===== config.mk =====
export PLATFORM = sky130hd
export DESIGN_NAME = data_timeout_ctrl
export DESIGN_NICKNAME = d
export VERILOG_FILES = /design/src/rtl/dto_pkg.sv /design/src/rtl/dto_unit_prescaler.sv /design/src/rtl/dto_window_counter.sv /design/src/rtl/dto_status_w1c.sv /design/src/rtl/data_timeout_ctrl.sv
export SDC_FILE = /design/constraint.sdc
export NUM_CORES = 1
export LEC_CHECK = 0
export BUFFER_PORTS_ARGS = -buffer_cell sky130_fd_sc_hd__buf_2
export CORE_ASPECT_RATIO = 0.6
export CORE_MARGIN = 5
export CORE_UTILIZATION = 40
export DETAILED_ROUTE_END_ITERATION = 10
export PLACE_DENSITY = 0.7
export SLEW_MARGIN = 20
export SYNTH_ARGS = -nofsm -noshare
export SYNTH_HDL_FRONTEND = slang
export SYNTH_SLANG_ARGS = --single-unit

===== constraint.sdc =====
create_clock -name clk -period 2.5 [get_ports clk]
set_input_delay 0.25 -clock clk [delete_from_list [all_inputs] [get_ports clk]]
set_output_delay 0.25 -clock clk [all_outputs]
set_load 0.01 [all_outputs]

===== src/rtl/dto_pkg.sv =====
package dto_pkg;
    localparam int FIELD_W = 8;
    localparam logic [FIELD_W-1:0] FIELD_RESET = 8'd3;
    localparam int STS_W = 16;
    localparam int BIT_DONE = 12;
    localparam int BIT_TMO = 14;
    localparam int BIT_CRC = 15;
    localparam logic [STS_W-1:0] STS_MASK =
        (STS_W'(1) << BIT_DONE) | (STS_W'(1) << BIT_TMO) | (STS_W'(1) << BIT_CRC);

    typedef struct packed {
        logic done;
        logic tmo;
        logic crc;
    } dto_events_t;
endpackage


===== src/rtl/dto_unit_prescaler.sv =====
module dto_unit_prescaler #(
    parameter int unsigned UNIT_CYCLES = 32'd1048576
) (
    input  logic clk,
    input  logic rst_n,
    input  logic run,
    input  logic clear,
    input  logic tick_en,
    output logic unit_tick
);
    localparam int CNT_W = (UNIT_CYCLES > 2) ? $clog2(UNIT_CYCLES) : 1;
    localparam logic [CNT_W-1:0] LAST = CNT_W'(UNIT_CYCLES - 1);

    typedef struct packed {
        logic [CNT_W-1:0] cnt;
    } pre_state_t;

    pre_state_t st_d, st_q;
    logic at_last;

    always_comb begin
        st_d = st_q;
        at_last = (st_q.cnt == LAST);
        unit_tick = 1'b0;
        if (clear) begin
            st_d.cnt = '0;
        end else if (run && tick_en) begin
            if (at_last) begin
                st_d.cnt = '0;
                unit_tick = 1'b1;
            end else begin
                st_d.cnt = st_q.cnt + CNT_W'(1);
            end
        end
    end

    always_ff @(posedge clk or negedge rst_n) begin
        if (!rst_n) begin
            st_q <= '0;
        end else begin
            st_q <= st_d;
        end
    end
endmodule


===== src/rtl/dto_window_counter.sv =====
module dto_window_counter
    import dto_pkg::*;
(
    input  logic               clk,
    input  logic               rst_n,
    input  logic               start,
    input  logic               progress,
    input  logic               stop,
    input  logic               unit_tick,
    input  logic [FIELD_W-1:0] field,
    output logic               expire,
    output logic               active
);
    typedef struct packed {
        logic               active;
        logic [FIELD_W-1:0] units;
    } win_state_t;

    win_state_t st_d, st_q;

    always_comb begin
        st_d = st_q;
        expire = 1'b0;
        if (stop) begin
            st_d.active = 1'b0;
            st_d.units = '0;
        end else if (start) begin
            st_d.active = 1'b1;
            st_d.units = '0;
        end else if (st_q.active && progress) begin
            st_d.units = '0;
        end else if (st_q.active && unit_tick) begin
            if (st_q.units == field) begin
                st_d.active = 1'b0;
                st_d.units = '0;
                expire = 1'b1;
            end else begin
                st_d.units = st_q.units + FIELD_W'(1);
            end
        end
    end

    assign active = st_q.active;

    always_ff @(posedge clk or negedge rst_n) begin
        if (!rst_n) begin
            st_q <= '0;
        end else begin
            st_q <= st_d;
        end
    end
endmodule


===== src/rtl/dto_status_w1c.sv =====
module dto_status_w1c
    import dto_pkg::*;
(
    input  logic             clk,
    input  logic             rst_n,
    input  dto_events_t      ev,
    input  logic             wr_en,
    input  logic [STS_W-1:0] wr_data,
    output logic [STS_W-1:0] sts
);
    typedef struct packed {
        logic [STS_W-1:0] flags;
    } sts_state_t;

    sts_state_t st_d, st_q;
    logic [STS_W-1:0] set_vec;
    logic [STS_W-1:0] clr_vec;

    always_comb begin
        set_vec = '0;
        set_vec[BIT_DONE] = ev.done;
        set_vec[BIT_TMO] = ev.tmo;
        set_vec[BIT_CRC] = ev.crc;
        clr_vec = wr_en ? wr_data : '0;
        st_d.flags = ((st_q.flags & ~clr_vec) | set_vec) & STS_MASK;
    end

    assign sts = st_q.flags;

    always_ff @(posedge clk or negedge rst_n) begin
        if (!rst_n) begin
            st_q <= '0;
        end else begin
            st_q <= st_d;
        end
    end
endmodule


===== src/rtl/data_timeout_ctrl.sv =====
module data_timeout_ctrl
    import dto_pkg::*;
#(
    parameter int unsigned UNIT_CYCLES = 32'd1048576
) (
    input  logic               clk,
    input  logic               rst_n,
    input  logic               card_clk_en,
    input  logic               xfer_start,
    input  logic               data_progress,
    input  logic               xfer_done,
    input  logic               crc_error,
    input  logic               field_wr_en,
    input  logic [FIELD_W-1:0] field_wr_val,
    input  logic               sts_wr_en,
    input  logic [STS_W-1:0]   sts_wr_data,
    output logic [STS_W-1:0]   int_status
);
    typedef struct packed {
        logic [FIELD_W-1:0] field;
    } cfg_state_t;

    cfg_state_t  cfg_d, cfg_q;
    logic        win_active;
    logic        win_expire;
    logic        unit_tick;
    logic        stop_any;
    logic        pre_clear;
    dto_events_t ev;

    always_comb begin
        cfg_d = cfg_q;
        if (field_wr_en) begin
            cfg_d.field = field_wr_val;
        end
        stop_any = xfer_done | crc_error;
        pre_clear = xfer_start | data_progress | stop_any;
        ev.done = xfer_done;
        ev.crc = crc_error;
        ev.tmo = win_expire;
    end

    always_ff @(posedge clk or negedge rst_n) begin
        if (!rst_n) begin
            cfg_q.field <= FIELD_RESET;
        end else begin
            cfg_q <= cfg_d;
        end
    end

    dto_unit_prescaler #(.UNIT_CYCLES(UNIT_CYCLES)) u_pre (
        .clk      (clk),
        .rst_n    (rst_n),
        .run      (win_active),
        .clear    (pre_clear),
        .tick_en  (card_clk_en),
        .unit_tick(unit_tick)
    );

    dto_window_counter u_win (
        .clk      (clk),
        .rst_n    (rst_n),
        .start    (xfer_start),
        .progress (data_progress),
        .stop     (stop_any),
        .unit_tick(unit_tick),
        .field    (cfg_q.field),
        .expire   (win_expire),
        .active   (win_active)
    );

    dto_status_w1c u_sts (
        .clk    (clk),
        .rst_n  (rst_n),
        .ev     (ev),
        .wr_en  (sts_wr_en),
        .wr_data(sts_wr_data),
        .sts    (int_status)
    );
endmodule


### After elaboration in Yosys (flattened, before gate mapping)

Cells that the tools add are included.

* add/sub/neg operators: 2
* equal/unequal tests: 3
* multiplexer cells: 19
* bitwise operators: 6
* reductions and logical operators: 8

Operators with widths (number)
* two-way mux 20 bit: 3
* two-way mux 9 bit: 3
* adder 20 x 1 -> 20 bit (second input constant): 1
* == test 20 bit (second input constant): 1
* bitwise AND 16 bit: 1
* two-way mux 16 bit: 1
* two-way mux 8 bit: 2
* NOT 16 bit: 1
* bitwise OR 16 bit: 1
* two-way mux 1 bit: 10
* adder 8 x 1 -> 8 bit (second input constant): 1
* == test 8 bit: 1
* nonzero test 3 bit: 2
* nonzero test 4 bit: 1
* logical AND 1 bit: 3
* != test 3 bit (second input constant): 1
* bitwise OR 1 bit: 3
* AND reduction 3 bit: 1
* nonzero test 2 bit: 1

* flip-flop bits (word level): 40
* input bits: 33
* output and inout bits: 16
* logic and storage cells: 43

### Longest topological paths before layout

Gate-level depths: netlist of run 1.

* depth in word-level cells: 10
* mapped depth: 7

### Hierarchy

From an unflattened synthesis of run 1, not the netlist that was laid out.

* cell total of the unflattened synthesis: 227
* area total of the unflattened synthesis: 2240.9 µm²

Modules (own cells, without submodules)
* dto_unit_prescaler: times used 1, cells each 121, area an instance 1123.6 µm²
* dto_window_counter: times used 1, cells each 64, area an instance 595.6 µm²
* data_timeout_ctrl: times used 1, cells each 19, area an instance 311.5 µm²
* dto_status_w1c: times used 1, cells each 23, area an instance 210.2 µm²

### Worst setup path before layout of run 1

Ideal clock, no wire load.

* kind: register to register
* from: register u_pre.st_q[0] (netlist name)
* to: register u_win.st_q[1] (netlist name)
* setup time: 78 ps
* arrival: 1754 ps
* data required time: 2422 ps
* setup slack: 668 ps
* cell stages (with the launch flop): 8
* clock period less this slack: 1832 ps
* cells stage by stage: dfrtp_1 ha_1 nand3_1 nor2_1 nand4b_4 buf_4 or3b_1 a21oi_1

* cells in the longest elaborated chain, start to end: 6

Ends and longest elaborated chain
* from (decl): line dto_unit_prescaler.sv:18 `pre_state_t st_d, st_q;`
* from (signal assigned): line dto_unit_prescaler.sv:41 `st_q <= st_d;`
* == test 20 bit: line dto_unit_prescaler.sv:23 `at_last = (st_q.cnt == LAST);`
* two-way mux 1 bit: line dto_unit_prescaler.sv:28 `if (at_last) begin`
* two-way mux 1 bit: line dto_unit_prescaler.sv:27 `end else if (run && tick_en) begin`
* two-way mux 1 bit: line dto_unit_prescaler.sv:25 `if (clear) begin`
* logical AND 1 bit: line dto_window_counter.sv:32 `end else if (st_q.active && unit_tick) begin`
* nonzero test 4 bit (no line)
* to (signal assigned): line dto_window_counter.sv:49 `st_q <= st_d;`
* to (decl): line dto_window_counter.sv:19 `win_state_t st_d, st_q;`

Every way passes these cells.
A chain may end at the register's enable or synchronous reset.

### Worst setup path in the final report of run 1

* from: register u_pre.st_q[0] (netlist name)
* to: register u_win.st_q[3] (netlist name)

Same word-level chain as after synthesis.

==> impl_summary.log, run 1 <==
INFO  metric clkSinkCount = 40
INFO  metric port_buffers = 22
INFO  metric clock_skew = 0.00771 ns
INFO  metric drt-vias-per-instance = 5.39
INFO  metric number_of_design_rule_violations_left_after_detail_routing = 0
INFO  metric max-slew-margin-rel = 41.4%
INFO  metric cts_root_buf = clkbuf_8
INFO  metric maxSlewViolCount = 0
INFO  metric cts_made_buffers = 5
INFO  metric largest_net_degree_at_the_start_of_global_routing = between 40 and 50
INFO  metric synthTopCellsByArea = dfrtp_1 43%, a21oi_1 4.7%, buf_4 4.7%
INFO  metric synth.most_common_cell = dfrtp_1
INFO  metric postSynthCellCount = ~230
INFO  metric grt_pass1_wl = 7.91 mm
INFO  metric synthToLayoutAreaGrowth = 13.4%
INFO  metric die_w = 106 um
INFO  metric drt_first_pass_iters = 4
INFO  metric fp.coreArea = 0.00547 mm2
INFO  metric worst-slew-pin-transition = 0.878 ns
INFO  metric crit_buf_inv = 1
INFO  metric worst_path_dominant_cell_family = simple AND/OR/NAND/NOR gates
INFO  metric timing.critical_path.to_type = register
INFO  metric antenna-diode-count = 0
INFO  metric drt_wl_total = 4.79 mm
INFO  metric vdd.ir_drop.worst = 287 uV
INFO  metric period_share = 85.9%
INFO  metric hold_path.class = input pin to asynchronous set/reset pin
INFO  metric yosys.area.top_type = dfrtp_1
INFO  metric clock_tree.buffer_depth = 2
INFO  metric die_h = roughly 68 um
INFO  metric floorplan.rows = 21
INFO  metric initialDrtViolationCount = 106
INFO  metric regToRegEndpoint = u_win.st_q[3]$_DFFE_PN0P_
INFO  metric seqCellArea = 0.00100 mm2
INFO  metric reg_to_reg_slack_setup = between 0.3 and 0.4 ns
INFO  metric route.detailed.wl_per_inst = 14.6 um
INFO  metric postLayoutCoreUtil = 46.1%
INFO  metric critical_path_arrival = ~2.4 ns
INFO  metric io_count = approximately 50
INFO  metric async_flop_share = 100%
INFO  metric yosysWarnings = 0
INFO  metric crit_path_cell_trace = ha_1 > nand3_1 > nor2_1 > buf_4 > nand4b_4 > or4_1 > a21oi_1
INFO  metric run_status = finished, final reports clean
INFO  metric start_kind = register
INFO  metric synth_top_cell_area_share = 42.8%
INFO  metric path_max_fanout = 16
INFO  metric vias = 1772
INFO  metric clock_latency_of_the_later_clocked_register_in_the_worst_skew_pair = 0.30 ns
INFO  metric timing.final.hold_violations = 0
INFO  metric post_cts_resized = 0
INFO  metric fillerInstances = about 550
INFO  metric setup_total_negative_slack = 0 ns
INFO  metric ant_nets = 0
INFO  metric cts_post_setup_buffers_inserted = 0
INFO  metric critPathRequiredTime = ~2.7 ns
INFO  metric ys_types = 41
INFO  metric multiInputGateArea = 0.00113 mm2
INFO  metric finalWeightedCongestion = 0.770
INFO  metric crit_type = register to register
INFO  metric crit_path_top_delay_cell = or4_1
INFO  metric global_route.usage.total = between 10% and 20%
INFO  metric overflow = 0
INFO  metric setup_violations = 0
INFO  metric final_layout_size_suffix_gt1_share = a little over a fifth
INFO  metric yosys-top-cells-count = 38 x dfrtp_1, 21 x a21oi_1, 19 x nand2_1
INFO  metric grt_setup_unrepaired = false
INFO  metric detailedPlacementHpwl = 3.55 mm
INFO  metric timing.fmax = approximately 0.47 GHz
INFO  metric power_leakage = 0.00108 uW
INFO  metric num-nets-final = 294
INFO  metric critical-path-max-stage-delay = between 0.5 and 0.6 ns
INFO  metric grt_antenna_before_repair = 0
INFO  metric htreeDepth = 2
INFO  metric r2r_start = u_pre.st_q[0]$_DFFE_PN0P_
INFO  metric yosys_register_bits = 40
INFO  metric first_global_vias = ~1700
INFO  metric reg2regPathDepth = 7
INFO  metric hold_buffers = 0
INFO  metric cellPowerDensity = 518 mW/mm2
INFO  metric synth_edf_count = 0
INFO  metric die-area = 0.00719 mm2
INFO  metric synth_top_flop_cell = dfrtp_1
INFO  metric layout_min_cycle_time = 2.15 ns
INFO  metric floorplan.initialDensity = between 40% and 50%
INFO  metric yosysSeqAreaShare = between 40% and 50%
INFO  metric post_synth_instance_area = between 0.002 and 0.0025 mm2
INFO  metric cts_tree = yes
INFO  metric max-cap-violations = 0
INFO  metric post_syn_area_per_cell = 9.78 um2
INFO  metric cts.reportedPaths.clkPinSlew = about 0.08 ns
## where the power goes
part / leakage, uW / switching (uW) / internal (uW)
clock: 0.0000541 / 242 / 296
combinational: 0.000494 / 54.1 / 37.2
sequential: 0.000530 / 11.8 / 665
## worst max path at each step
stage                     cells after the start  slack (ns)                       from                   endpoint
final                                         7        0.35  u_pre.st_q[0]$_DFFE_PN0P_  u_win.st_q[3]$_DFFE_PN0P_
after detailed placement                      7        0.40  u_pre.st_q[0]$_DFFE_PN0P_  u_win.st_q[3]$_DFFE_PN0P_
after floorplan                               7        0.67  u_pre.st_q[0]$_DFFE_PN0P_  u_win.st_q[1]$_DFFE_PN0P_
after CTS                                     7        0.37  u_pre.st_q[0]$_DFFE_PN0P_  u_win.st_q[3]$_DFFE_PN0P_
after global routing                          7        0.15  u_pre.st_q[0]$_DFFE_PN0P_  u_win.st_q[3]$_DFFE_PN0P_
after global placement                        6        0.46              data_progress  u_win.st_q[7]$_DFFE_PN0P_
## registers in the layout, summed over array words and instances, names as in the netlist
name,count
u_pre.st_q,20
u_win.active,1
u_win.st_q,8
u_sts.sts,3
cfg_q,8
## cell usage in the layout (no fill, tap or decap), types with 12 or more instances in the layout
cell and instances:
dfrtp_1 38, buf_2 22, a21oi_1 21, nand2_1 19, nand3_1 18, o21ai_0 14, nor2_1 13, conb_1 13
xor2_1 12
## kinds of logic (layout without fill, tap and decap cells)
kind of cell / count (synthesis) / in the layout / share of synthesized area, %
fa+ha+maj: 2 / 2 / 1.13
compound gates: 47 / 47 / 12.3
buf+inv: 20 / 41 / 5.86
other cells: 1 / 13 / 0.169
mux: 12 / 12 / 5.92
flops: 40 / 40 / 45.2
xor+xnor: 14 / 14 / 5.52
simple gates: 91 / 91 / 23.9
## metrics by stage
| step | total power, uW | hold WS, ns | cell area, um2 | worst slack [ns] | instances |
|---|---|---|---|---|---|
| after floorplan | 749 | -0.0456 | 2270 | 0.668 | 239 |
| after global placement | 778 | 0.431 | 2410 | 0.460 | 321 |
| after detailed placement | 782 | 0.426 | 2410 | 0.398 | 321 |
| after CTS | 1320 | 0.0985 | 2520 | 0.375 | 329 |
| after global routing | 1360 | 0.142 | 2520 | 0.153 | 329 |
| final | 1310 | 0.0703 | 2520 | 0.353 | 329 |
## final cells by class
| type | count | share of cell area (%) |
|---|---|---|
| timing repair buffer | 31 | 7.05 |
| inverter | 2 | 0.298 |
| multi-input combinational | 179 | 45.0 |
| sequential | 40 | 39.8 |
| tap | 69 | 3.43 |
| clock inverter | 3 | 1.69 |
| clock buffer | 5 | 2.73 |
## metal layers
layer	vias to the layer above	wire (um)	global-route usage, %
li1	870	-	-
met1	845	2530	20.5
met5	-	0	0
met2	51	1950	20.8
met4	0	47	3.72
met3	6	270	3.25
(Power assumes the default switching activity.)
==> inputs of run 2 (changes only) <==
CAP_MARGIN = 20   (was not set)
CORE_ASPECT_RATIO = 1.25   (was 0.6)
clock period = 2.2 ns   (was 2.5 ns; I/O delays follow)
==> run 2 against run 1 <==
Against the previous run: critical path depth fell by 1; core utilization rose by 0.33 points; worst setup slack got worse by 0.11 ns; via count rose by 2.9%; non-clock buffer count rose by 2; global-route usage fell by 0.070 points; register-to-register slack got worse by 0.11 ns; largest power group unchanged.
==> impl_summary.log, run 2 (synthesized netlist as in run 1, its figures left out) <==
INFO  metric run_status = finished, final reports clean
INFO  metric vias = between 1500 and 2000
INFO  metric hold_buffers = 0
INFO  metric htreeDepth = 2
INFO  metric path_max_fanout = 16
INFO  metric clock_latency_of_the_later_clocked_register_in_the_worst_skew_pair = approximately 0.30 ns
INFO  metric ant_nets = 0
INFO  metric start_kind = register
INFO  metric cts_made_buffers = 5
INFO  metric route.detailed.wl_per_inst = 14.2 um
INFO  metric worst-slew-pin-transition = 0.899 ns
INFO  metric largest_reg_flops = 20
INFO  metric clock_skew = between 0.004 and 0.005 ns
INFO  metric critPathRequiredTime = between 2 and 2.5 ns
INFO  metric die-area = 0.00715 mm2
INFO  metric antenna-diode-count = 0
INFO  metric finalWeightedCongestion = roughly 0.83
INFO  metric grt_setup_unrepaired = false
INFO  metric grt_antenna_before_repair = 0
INFO  metric max-slew-margin-rel = about two fifths
INFO  metric setup_violations = 0
INFO  metric drt_first_pass_iters = 4
INFO  metric cts_tree = yes
INFO  metric cp-startpoint = u_pre.st_q[0]$_DFFE_PN0P_
INFO  metric detailedPlacementHpwl = 3.35 mm
INFO  metric clock_tree.buffer_depth = 2
INFO  metric maxSlewViolCount = 0
INFO  metric largest_net_degree_at_the_start_of_global_routing = 41
INFO  metric drt_wl_total = 4.64 mm
INFO  metric floorplan.initialDensity = 41.1%
INFO  metric mostFrequentLayoutCell = dfrtp_1
INFO  metric die_h = 93.3 um
INFO  metric initialDrtViolationCount = 93
INFO  metric fp.coreArea = 0.00541 mm2
INFO  metric hold_path.class = input pin to asynchronous set/reset pin
INFO  metric layout_min_cycle_time = 1.96 ns
INFO  metric fin_area = 0.00251 mm2
INFO  metric cts_post_setup_buffers_inserted = 0
INFO  metric clkSinkCount = 40
INFO  metric die_w = around 77 um
INFO  metric num-nets-final = 296
INFO  metric registers_with_the_highest_flip_flop_counts = u_pre.st_q x20, cfg_q x8, u_win.st_q x8
INFO  metric critical_path_arrival = 2.18 ns
INFO  metric period_share = 89.1%
INFO  metric global_route.usage.total = 14.0%
INFO  metric register_ranked_first_by_flip_flop_count = u_pre.st_q
INFO  metric final_cell_mix = 38 x dfrtp_1, 22 x buf_2, 21 x a21oi_1
INFO  metric finalPower = around 1400 uW
INFO  metric first_global_vias = 1845
INFO  metric cellPowerDensity = 551 mW/mm2
INFO  metric multiInputGateArea = 0.00113 mm2
INFO  metric fillerInstances = 524
INFO  metric timing.critical_path.to_type = register
INFO  metric number_of_design_rule_violations_left_after_detail_routing = 0
INFO  metric drt-vias-per-instance = between 5 and 6
INFO  metric overflow = 0
INFO  metric floorplan.rows = 30
INFO  metric vdd.ir_drop.worst = 314 uV
INFO  metric io_count = 49
INFO  metric grt_pass1_wl = 8.21 mm
INFO  metric power_leakage = 0.00108 uW
INFO  metric timing.final.hold_violations = 0
INFO  metric timing.fmax = 0.510 GHz
INFO  metric placed_cell_area = 0.00242 mm2
INFO  metric cts.reportedPaths.clkPinSlew = 0.08 ns
INFO  metric final_layout_size_suffix_gt1_share = 22.5%
INFO  metric crit_type = register to register
INFO  metric seqCellArea = 0.00100 mm2
INFO  metric synthToLayoutAreaGrowth = 13.0%
INFO  metric port_buffers = 22
INFO  metric setup_total_negative_slack = 0 ns
INFO  metric post_cts_resized = 0
INFO  metric cts_root_buf = clkbuf_8
INFO  metric r2r_start = u_pre.st_q[0]$_DFFE_PN0P_
INFO  metric max-cap-violations = 0
run 2: cell count changes in the layout (fill, tap and decap cells not counted):
cell	change
clkinv_2	+1
buf_4	+2
clkinvlp_4	-1
clkbuf_8	+1
bufinv_16	-1
run 2: cell type report:
cell class                 count  area share, %
inverter                       2          0.299
tap                           64           3.19
sequential                    40           40.0
clock buffer                   6           3.29
timing repair buffer          33           7.68
clock inverter                 2          0.399
multi-input combinational    179           45.1
run 2: where the power goes:
part / total (uW) / leakage [uW] / switching (uW) / internal, uW
Clock: 510 / 0.0000510 / 260 / 250
Combinational: 103 / 0.000503 / 60.6 / 42.4
Sequential: 769 / 0.000530 / 13.6 / 756
Total: 1380 / 0.00108 / 334 / 1050
run 2: worst max-delay path, stage by stage, from the launching register on:
cell      delay, ns
dfrtp_1        0.41
ha_1           0.19
nand3_1        0.10
nor2_1         0.26
nand4b_4       0.25
or4b_1         0.53
a21oi_1        0.15
run 2: path summary, 6_finish.rpt:
kind                       slack [ns]  cells after the start                         to
setup reg to reg                 0.24                      6  u_win.st_q[7]$_DFFE_PN0P_
hold reg to reg                  0.48                      1    u_sts.sts[12]$_DFF_PN0_
hold / removal                   0.05                      1       cfg_q[2]$_DFFE_PN0P_
setup / recovery                 0.24                      6  u_win.st_q[7]$_DFFE_PN0P_
max in group asynchronous        1.60                      1  u_pre.st_q[9]$_DFFE_PN0P_
min in group clk                 0.15                      2       cfg_q[3]$_DFFE_PN0P_
run 2: routing by layer:
| metal | wire [um] | part of all wire [%] | up-vias | global-route usage, % |
|---|---|---|---|---|
| met3 | 205 | 4.4 | 9 | 3.85 |
| li1 | - | - | 873 | - |
| met2 | 2480 | 53 | 36 | 24.6 |
| met5 | 0 | 0 | - | 0 |
| met1 | 1870 | 40 | 906 | 15.7 |
| met4 | 89 | 1.9 | 0 | 5.98 |
run 2: metrics by stage:
stage                     setup WS, ns  hold WS, ns  utilization (%)  cells
after floorplan                  0.368      -0.0756                -    239
after global placement           0.200        0.395             44.7    318
after detailed placement         0.201        0.407             44.7    318
after CTS                        0.249       0.0722             46.4    326
after global routing            0.0874        0.120             46.4    326
final                            0.240       0.0466             46.4    326
